File: src/rtl/rndidx_pkg.sv
package rndidx_pkg;

  // Linear congruential step constants
  localparam logic [31:0] LCG_MUL = 32'd314159;
  localparam logic [31:0] LCG_INC = 32'd1;

  function automatic logic [31:0] lcg_step(input logic [31:0] s);
    logic [63:0] prod;
    prod = {32'd0, s} * {32'd0, LCG_MUL};
    return prod[31:0] + LCG_INC;
  endfunction

endpackage

File: src/rtl/rndidx_seed.sv
module rndidx_seed
  import rndidx_pkg::*;
#(
  parameter int SEED_W = 32,
  parameter int RAW_W  = 16
) (
  input  logic             clk,
  input  logic             rst,
  input  logic             step_i,
  output logic [RAW_W-1:0] raw_nxt_o
);

  logic [SEED_W-1:0] seed_q;
  logic [SEED_W-1:0] seed_nxt;

  always_comb begin
    seed_nxt = lcg_step(seed_q);
  end

  assign raw_nxt_o = seed_nxt[SEED_W-1 -: RAW_W];

  always_ff @(posedge clk) begin
    if (rst) begin
      seed_q <= '0;
    end else if (step_i) begin
      seed_q <= seed_nxt;
    end
  end

  AST_SEED_HOLD: assert property (@(posedge clk) disable iff (rst)
    !step_i |=> $stable(seed_q));

endmodule

File: src/rtl/rndidx_window.sv
module rndidx_window #(
  parameter int IDX_W = 6,
  localparam int ENT_W = IDX_W + 1
) (
  input  logic [ENT_W-1:0] entries_i,
  input  logic [IDX_W-1:0] wired_i,
  output logic [ENT_W-1:0] ent_sat_o,
  output logic [ENT_W-1:0] den_o,
  output logic             degen_o,
  output logic [IDX_W-1:0] clamp_o
);

  localparam logic [ENT_W-1:0] MAX_ENT = ENT_W'(1 << IDX_W);

  logic [ENT_W-1:0] wired_ext;

  always_comb begin
    wired_ext = {1'b0, wired_i};
    ent_sat_o = (entries_i > MAX_ENT) ? MAX_ENT : entries_i;
    degen_o   = (wired_ext >= ent_sat_o);
    den_o     = degen_o ? ENT_W'(1) : (ent_sat_o - wired_ext);
    clamp_o   = (ent_sat_o == '0) ? '0 : IDX_W'(ent_sat_o - ENT_W'(1));
  end

endmodule

File: src/rtl/rndidx_moddiv.sv
module rndidx_moddiv #(
  parameter int NUM_W = 16,
  parameter int DEN_W = 7,
  localparam int CNT_W = $clog2(NUM_W + 1)
) (
  input  logic             clk,
  input  logic             rst,
  input  logic             load_i,
  input  logic [NUM_W-1:0] num_i,
  input  logic [DEN_W-1:0] den_i,
  output logic             run_o,
  output logic             done_o,
  output logic [DEN_W-1:0] rem_o
);

  logic [NUM_W-1:0] num_q;
  logic [DEN_W-1:0] den_q;
  logic [DEN_W-1:0] rem_q;
  logic [CNT_W-1:0] cnt_q;
  logic             run_q;
  logic [DEN_W:0]   trial;
  logic             fits;

  always_comb begin
    trial = {rem_q, num_q[NUM_W-1]};
    fits  = (trial >= {1'b0, den_q});
  end

  always_ff @(posedge clk) begin
    if (rst) begin
      num_q <= '0;
      den_q <= DEN_W'(1);
      rem_q <= '0;
      cnt_q <= '0;
      run_q <= 1'b0;
    end else if (load_i) begin
      num_q <= num_i;
      den_q <= den_i;
      rem_q <= '0;
      cnt_q <= CNT_W'(NUM_W);
      run_q <= 1'b1;
    end else if (run_q) begin
      if (cnt_q != '0) begin
        rem_q <= fits ? DEN_W'(trial - {1'b0, den_q}) : DEN_W'(trial);
        num_q <= num_q << 1;
        cnt_q <= cnt_q - CNT_W'(1);
      end else begin
        run_q <= 1'b0;
      end
    end
  end

  assign run_o  = run_q;
  assign done_o = run_q && (cnt_q == '0);
  assign rem_o  = rem_q;

  AST_REM_BELOW_DEN: assert property (@(posedge clk) disable iff (rst)
    run_q |-> (rem_q < den_q));
  AST_CNT_BOUND: assert property (@(posedge clk) disable iff (rst)
    cnt_q <= CNT_W'(NUM_W));
  AST_DONE_ENDS_RUN: assert property (@(posedge clk) disable iff (rst)
    (done_o && !load_i) |=> !run_q);

endmodule

File: src/rtl/rndidx_gen.sv
module rndidx_gen #(
  parameter int IDX_W  = 6,
  parameter int SEED_W = 32,
  parameter int RAW_W  = 16,
  localparam int ENT_W = IDX_W + 1
) (
  input  logic             clk,
  input  logic             rst,
  input  logic             req_i,
  input  logic [ENT_W-1:0] entries_i,
  input  logic [IDX_W-1:0] wired_i,
  output logic             busy_o,
  output logic             valid_o,
  output logic [IDX_W-1:0] index_o
);

  logic             accept;
  logic             finish;
  logic [RAW_W-1:0] raw_nxt;
  logic [ENT_W-1:0] ent_sat;
  logic [ENT_W-1:0] den;
  logic             degen;
  logic [IDX_W-1:0] clamp;
  logic             div_run;
  logic             div_done;
  logic [ENT_W-1:0] div_rem;

  logic             busy_q;
  logic             valid_q;
  logic [IDX_W-1:0] idx_q;
  logic [IDX_W-1:0] wired_q;
  logic [ENT_W-1:0] ent_q;
  logic             degen_q;
  logic [IDX_W-1:0] clamp_q;

  assign accept = req_i && !busy_q;
  assign finish = busy_q && (degen_q || div_done);

  rndidx_seed #(
    .SEED_W(SEED_W),
    .RAW_W (RAW_W)
  ) i_seed (
    .clk      (clk),
    .rst      (rst),
    .step_i   (accept),
    .raw_nxt_o(raw_nxt)
  );

  rndidx_window #(
    .IDX_W(IDX_W)
  ) i_window (
    .entries_i(entries_i),
    .wired_i  (wired_i),
    .ent_sat_o(ent_sat),
    .den_o    (den),
    .degen_o  (degen),
    .clamp_o  (clamp)
  );

  rndidx_moddiv #(
    .NUM_W(RAW_W),
    .DEN_W(ENT_W)
  ) i_moddiv (
    .clk   (clk),
    .rst   (rst),
    .load_i(accept && !degen),
    .num_i (raw_nxt),
    .den_i (den),
    .run_o (div_run),
    .done_o(div_done),
    .rem_o (div_rem)
  );

  always_ff @(posedge clk) begin
    if (rst) begin
      busy_q  <= 1'b0;
      valid_q <= 1'b0;
      idx_q   <= '0;
      wired_q <= '0;
      ent_q   <= '0;
      degen_q <= 1'b0;
      clamp_q <= '0;
    end else begin
      valid_q <= 1'b0;
      if (accept) begin
        busy_q  <= 1'b1;
        wired_q <= wired_i;
        ent_q   <= ent_sat;
        degen_q <= degen;
        clamp_q <= clamp;
      end else if (finish) begin
        busy_q  <= 1'b0;
        valid_q <= 1'b1;
        idx_q   <= degen_q ? clamp_q
                           : IDX_W'(div_rem + {1'b0, wired_q});
      end
    end
  end

  assign busy_o  = busy_q;
  assign valid_o = valid_q;
  assign index_o = idx_q;

  AST_VALID_NOT_BUSY: assert property (@(posedge clk) disable iff (rst)
    valid_o |-> !busy_o);
  AST_ACCEPT_BUSY: assert property (@(posedge clk) disable iff (rst)
    (req_i && !busy_o) |=> busy_o);
  AST_VALID_ONE_CYCLE: assert property (@(posedge clk) disable iff (rst)
    valid_o |=> !valid_o);
  AST_DIV_IDLE_WHEN_FREE: assert property (@(posedge clk) disable iff (rst)
    !busy_o |-> !div_run);
  AST_IDX_HOLD: assert property (@(posedge clk) disable iff (rst)
    !finish |=> $stable(index_o));
  AST_IDX_WINDOW: assert property (@(posedge clk) disable iff (rst)
    (valid_o && !degen_q) |-> ((index_o >= wired_q) && ({1'b0, index_o} < ent_q)));
  AST_DEGEN_TOP: assert property (@(posedge clk) disable iff (rst)
    (valid_o && degen_q && (ent_q != '0)) |-> ({1'b0, index_o} == ent_q - ENT_W'(1)));

endmodule

File: config.mk
export PLATFORM = sky130hd
export DESIGN_NAME = rndidx_gen
export DESIGN_NICKNAME = d
export VERILOG_FILES = /design/src/rtl/rndidx_pkg.sv /design/src/rtl/rndidx_seed.sv /design/src/rtl/rndidx_window.sv /design/src/rtl/rndidx_moddiv.sv /design/src/rtl/rndidx_gen.sv
export SDC_FILE = /design/constraint.sdc
export NUM_CORES = 1
export LEC_CHECK = 0
export BUFFER_PORTS_ARGS = -buffer_cell sky130_fd_sc_hd__clkbuf_2
export CAP_MARGIN = 20
export CELL_PAD_IN_SITES_DETAIL_PLACEMENT = 2
export CELL_PAD_IN_SITES_GLOBAL_PLACEMENT = 2
export CORE_ASPECT_RATIO = 1.1
export CORE_UTILIZATION = 45
export DETAILED_ROUTE_END_ITERATION = 7
export GPL_TIMING_DRIVEN = 0
export PLACE_DENSITY = 0.89
export REMOVE_ABC_BUFFERS = 1
export SETUP_SLACK_MARGIN = 0.4
export SYNTH_ARGS = -nofsm -noshare
export SYNTH_HDL_FRONTEND = slang
export SYNTH_SLANG_ARGS = --single-unit
File: constraint.sdc
create_clock -name clk -period 8.32 [get_ports clk]
set_clock_uncertainty 0.2 [all_clocks]
set_input_delay 1.664 -clock clk [delete_from_list [all_inputs] [get_ports clk]]
set_output_delay 1.664 -clock clk [all_outputs]
set_load 0.02 [all_outputs]
==> run summary <==
The flow ran to the end, and the final reports show no timing, DRC or antenna violations. The logs give 0 for the max-slew violation count and 1790 for the final standard cell count with taps included and fillers excluded. Across all setup checks in the final design, the least slack found is 1.06 ns. Clock-pin slew was measured on the worst setup and hold paths at 0.08 ns. The worst setup path is captured at a flip-flop. After synthesis, the mean cell area works out to 8.80 um^2. Shortest period the worst path allows: 7.26 ns. The tools report the highest clock rate as 138 MHz. The logs give 0.379 for the overall global routing resource usage and 0 for the post-CTS setup buffer count.

CTS built an H-tree with a depth of 3. Startpoint of the lowest-slack register-to-register path: i_seed.seed_q[17]$_SDFFE_PP0P_. From bottom edge to top edge, the die measures 177 um. Setup violations remaining at the end of the flow were counted as 0. Summed over all instances, the cell type with the most area after synthesis is fa_1. The post-synthesis share of cell area spent on xor and xnor gates came out at 0.0482. The via count of the first global-routing pass is 12800, and the number of distinct library cell variants in the gate-level netlist after synthesis is 68. The net count of the finished layout is 1798.

The worst register-to-register path has a depth of 21. By area, the combinational part of the netlist is dominated by adder cells. For the pin with the worst max-slew slack, the measured transition is 1.05 ns.

The root buffer cell chosen for the clock tree is clkbuf_16. Data arrives at the worst endpoint at 7.31 ns. Summed over all layers, the routed wires come to 51100 um. Share of post-route cells with drive strength above 1: 0.0530.

Setup total negative slack on the finished layout was measured at 0 ns. Setup repair after global routing left no endpoint under its margin. The run gives 0 as the total of max-cap violations.

For this block, the via count after detailed routing is 10500. Average wire per cell in the routed design: 28.6 um. The logs give 0 for the remaining global-route overflow and 72 for the maximum number of pins on one net before global-route repair. The final critical-path share of the clock period is 0.872, and the required time of the critical path is 8.37 ns.

During I/O placement, the number of pins put on the boundary was 24. At the end of routability-driven placement, the weighted congestion stood at 0.842. The die is 161 um wide. The tools report the clock latency reported for the late side of the worst-skew pair as 0.36 ns.

In this run the worst hold path is classified as flip-flop to flip-flop. The simple logic cell fraction of the synthesized area was 0.101; the clock net sink count was 89. The first global-routing pass estimated 79000 um of wire. The hold-critical path depth was 2. The tools report the number of antenna-violating nets in the routed design as 0. The mux share of post-synthesis cell area was 0.00569; the total half-perimeter wirelength after legalization and detailed placement was 39700 um.

The initial antenna violation count came out at 0. The synthesized-area fraction occupied by ao, oa, aoi and oai cells is 0.110. The total number of placement rows is 63. The startpoint identified for the worst hold timing path is i_moddiv.den_q[5]$_SDFFE_PP0P_. The share of the yosys chip area belonging to registers is 0.142, and the share of async-settable or async-resettable flops after synthesis is 0.

Post-synthesis share of cell area spent on full adders, half adders and majority gates: 0.462. The maximum fanout count along the critical path is 8. The count of buffers added on input and output ports is 23. Kind of launch point of the worst setup path: a flip-flop. TritonCTS built the clock tree. The area growth from synthesis to layout is 6.66%.

After the first detailed-routing iteration, the DRC count stood at 637. For the gate count of the mapped netlist, the log shows 1425. For this run, the number of Yosys warnings is 0.

The number of antenna diodes in the final layout is 0. The maximum count of clock buffers along a single path is 2, and the number of detailed-route iterations in the first pass is 5. The tools report the launch point of the critical path as i_seed.seed_q[17]$_SDFFE_PP0P_. The post-synthesis register bit count is 89, and the number of instances resized during post-cts repair is 0. In this run, placement finished with an instance count of 1775.

The tools report the number of remaining DRC errors as 0. The synthesized cell area was 12500 um^2. Worst-case headroom to the max-slew limit: 0.297. The path type of the worst setup path is flip-flop to flip-flop. The count of hold buffers inserted by post-cts repair is 0. By area the synthesized netlist is led by fa_1 29%, ha_1 17%, dfxtp_1 14%. The synthesized design contains 0 enable-type register cells. In the routed layout, each cell is associated on average with a via count of 5.84. The area share of the largest cell type after synthesis came out at 0.294. The starting density of the core was 0.461. The flip-flop cell with the highest count after synthesis was dfxtp_1. At the placement stage, the worst setup path has a slack of 1.37 ns. After floorplanning, the core was sized to cover 27200 um^2. The run gives 0 as the final hold violation count. The number of buffers created by CTS came out at 9.

The run gives 28500 um^2 as the floorplan die area.
flip-flops by register name, summed over array words and instances (netlist names):
name	cells
busy_o	1
clamp_q	6
degen_q	1
i_moddiv.cnt_q	5
i_moddiv.den_q	7
i_moddiv.num_q	16
i_moddiv.rem_o	7
i_moddiv.run_o	1
i_seed.seed_q	32
index_o	6
valid_o	1
wired_q	6
synthesized netlist by cell type (all sizes together), types with 20 or more instances:
library cell / n
fa: 184
ha: 169
xnor2: 44
xor2: 25
a21oi: 80
inv: 397
a211oi: 22
dfxtp: 89
clkbuf: 25
nor3: 21
nor2: 54
o21ai: 29
a21o: 20
nand2: 115
worst paths after layout:
path                                     to  slack (ns)
max          i_seed.seed_q[29]$_SDFFE_PP0P_        1.06
min          i_moddiv.den_q[5]$_SDFFE_PP0P_        0.27
min reg2reg  i_moddiv.den_q[5]$_SDFFE_PP0P_        0.27
max reg2reg  i_seed.seed_q[29]$_SDFFE_PP0P_        1.06
critical path: stages (launching register included):
cell	delay (ns)
dfxtp_1	0.62
inv_1	0.36
fa_1	0.62
inv_1	0.05
ha_1	0.27
inv_1	0.06
fa_1	0.50
inv_1	0.07
fa_1	0.53
fa_1	0.60
inv_1	0.07
fa_1	0.51
inv_1	0.05
ha_1	0.42
a21oi_1	0.28
o21ai_0	0.28
a221oi_2	0.52
nand2_1	0.12
o22ai_1	0.32
o21ai_2	0.12
or4b_1	0.48
o311ai_1	0.08
cell type report:
class	instances	area, um^2
sequential	89	1780
timing repair buffer	29	223
clock inverter	4	52.6
inverter	397	1490
fill	2957	13800
tap	357	447
clock buffer	11	243
multi-input combinational	903	9140
kinds of logic (layout without fill, tap and decap cells):
family	after synthesis	count (layout)
multiplexers	7	7
XOR/XNOR	69	69
buffers and inverters	433	441
adder cells (fa/ha/maj)	353	353
flip-flops	89	89
AO/OA/AOI/OAI	206	206
AND/OR/NAND/NOR	268	268
placed cells by master (no fill, tap or decap), drive strengths merged, types with 2 or more instances in the layout:
master	n
nor4b	3
or4	2
inv	398
nand2	115
a211o	2
nor4	2
nor2b	12
clkbuf	34
mux2i	6
nor3b	2
a311oi	6
xor2	25
xnor2	44
or2	4
a21oi	80
or4b	3
clkinv	2
or3	5
o21a	6
buf	6
ha	169
o21bai	4
nand3	17
o21ai	29
a31oi	13
fa	184
nand2b	8
o31a	3
o211ai	5
a2111oi	2
a21o	20
and2	6
nor2	54
and3	6
nor3	21
nand4	5
a211oi	22
o311ai	5
dfxtp	89
routing by layer:
| metal | GRT usage | share of wire | up-vias |
|---|---|---|---|
| met1 | 0.391 | 0.36 | 5349 |
| met5 | 0 | 0 | - |
| li1 | - | - | 4422 |
| met4 | 0.272 | 0.080 | 0 |
| met3 | 0.0703 | 0.046 | 247 |
| met2 | 0.689 | 0.52 | 435 |
stage by stage:
stage                     instance area (um^2)  hold slack, ns   util
after floorplan                          12400           0.226      -
after global placement                   12900           0.240  0.476
after detailed placement                 13100           0.254  0.481
after CTS                                13400           0.276  0.492
after global routing                     13400           0.299  0.492
final                                    13400           0.270  0.492
Power is not shown: default switching activity piles up to over one toggle a cycle in this logic, so the estimate is an artifact.
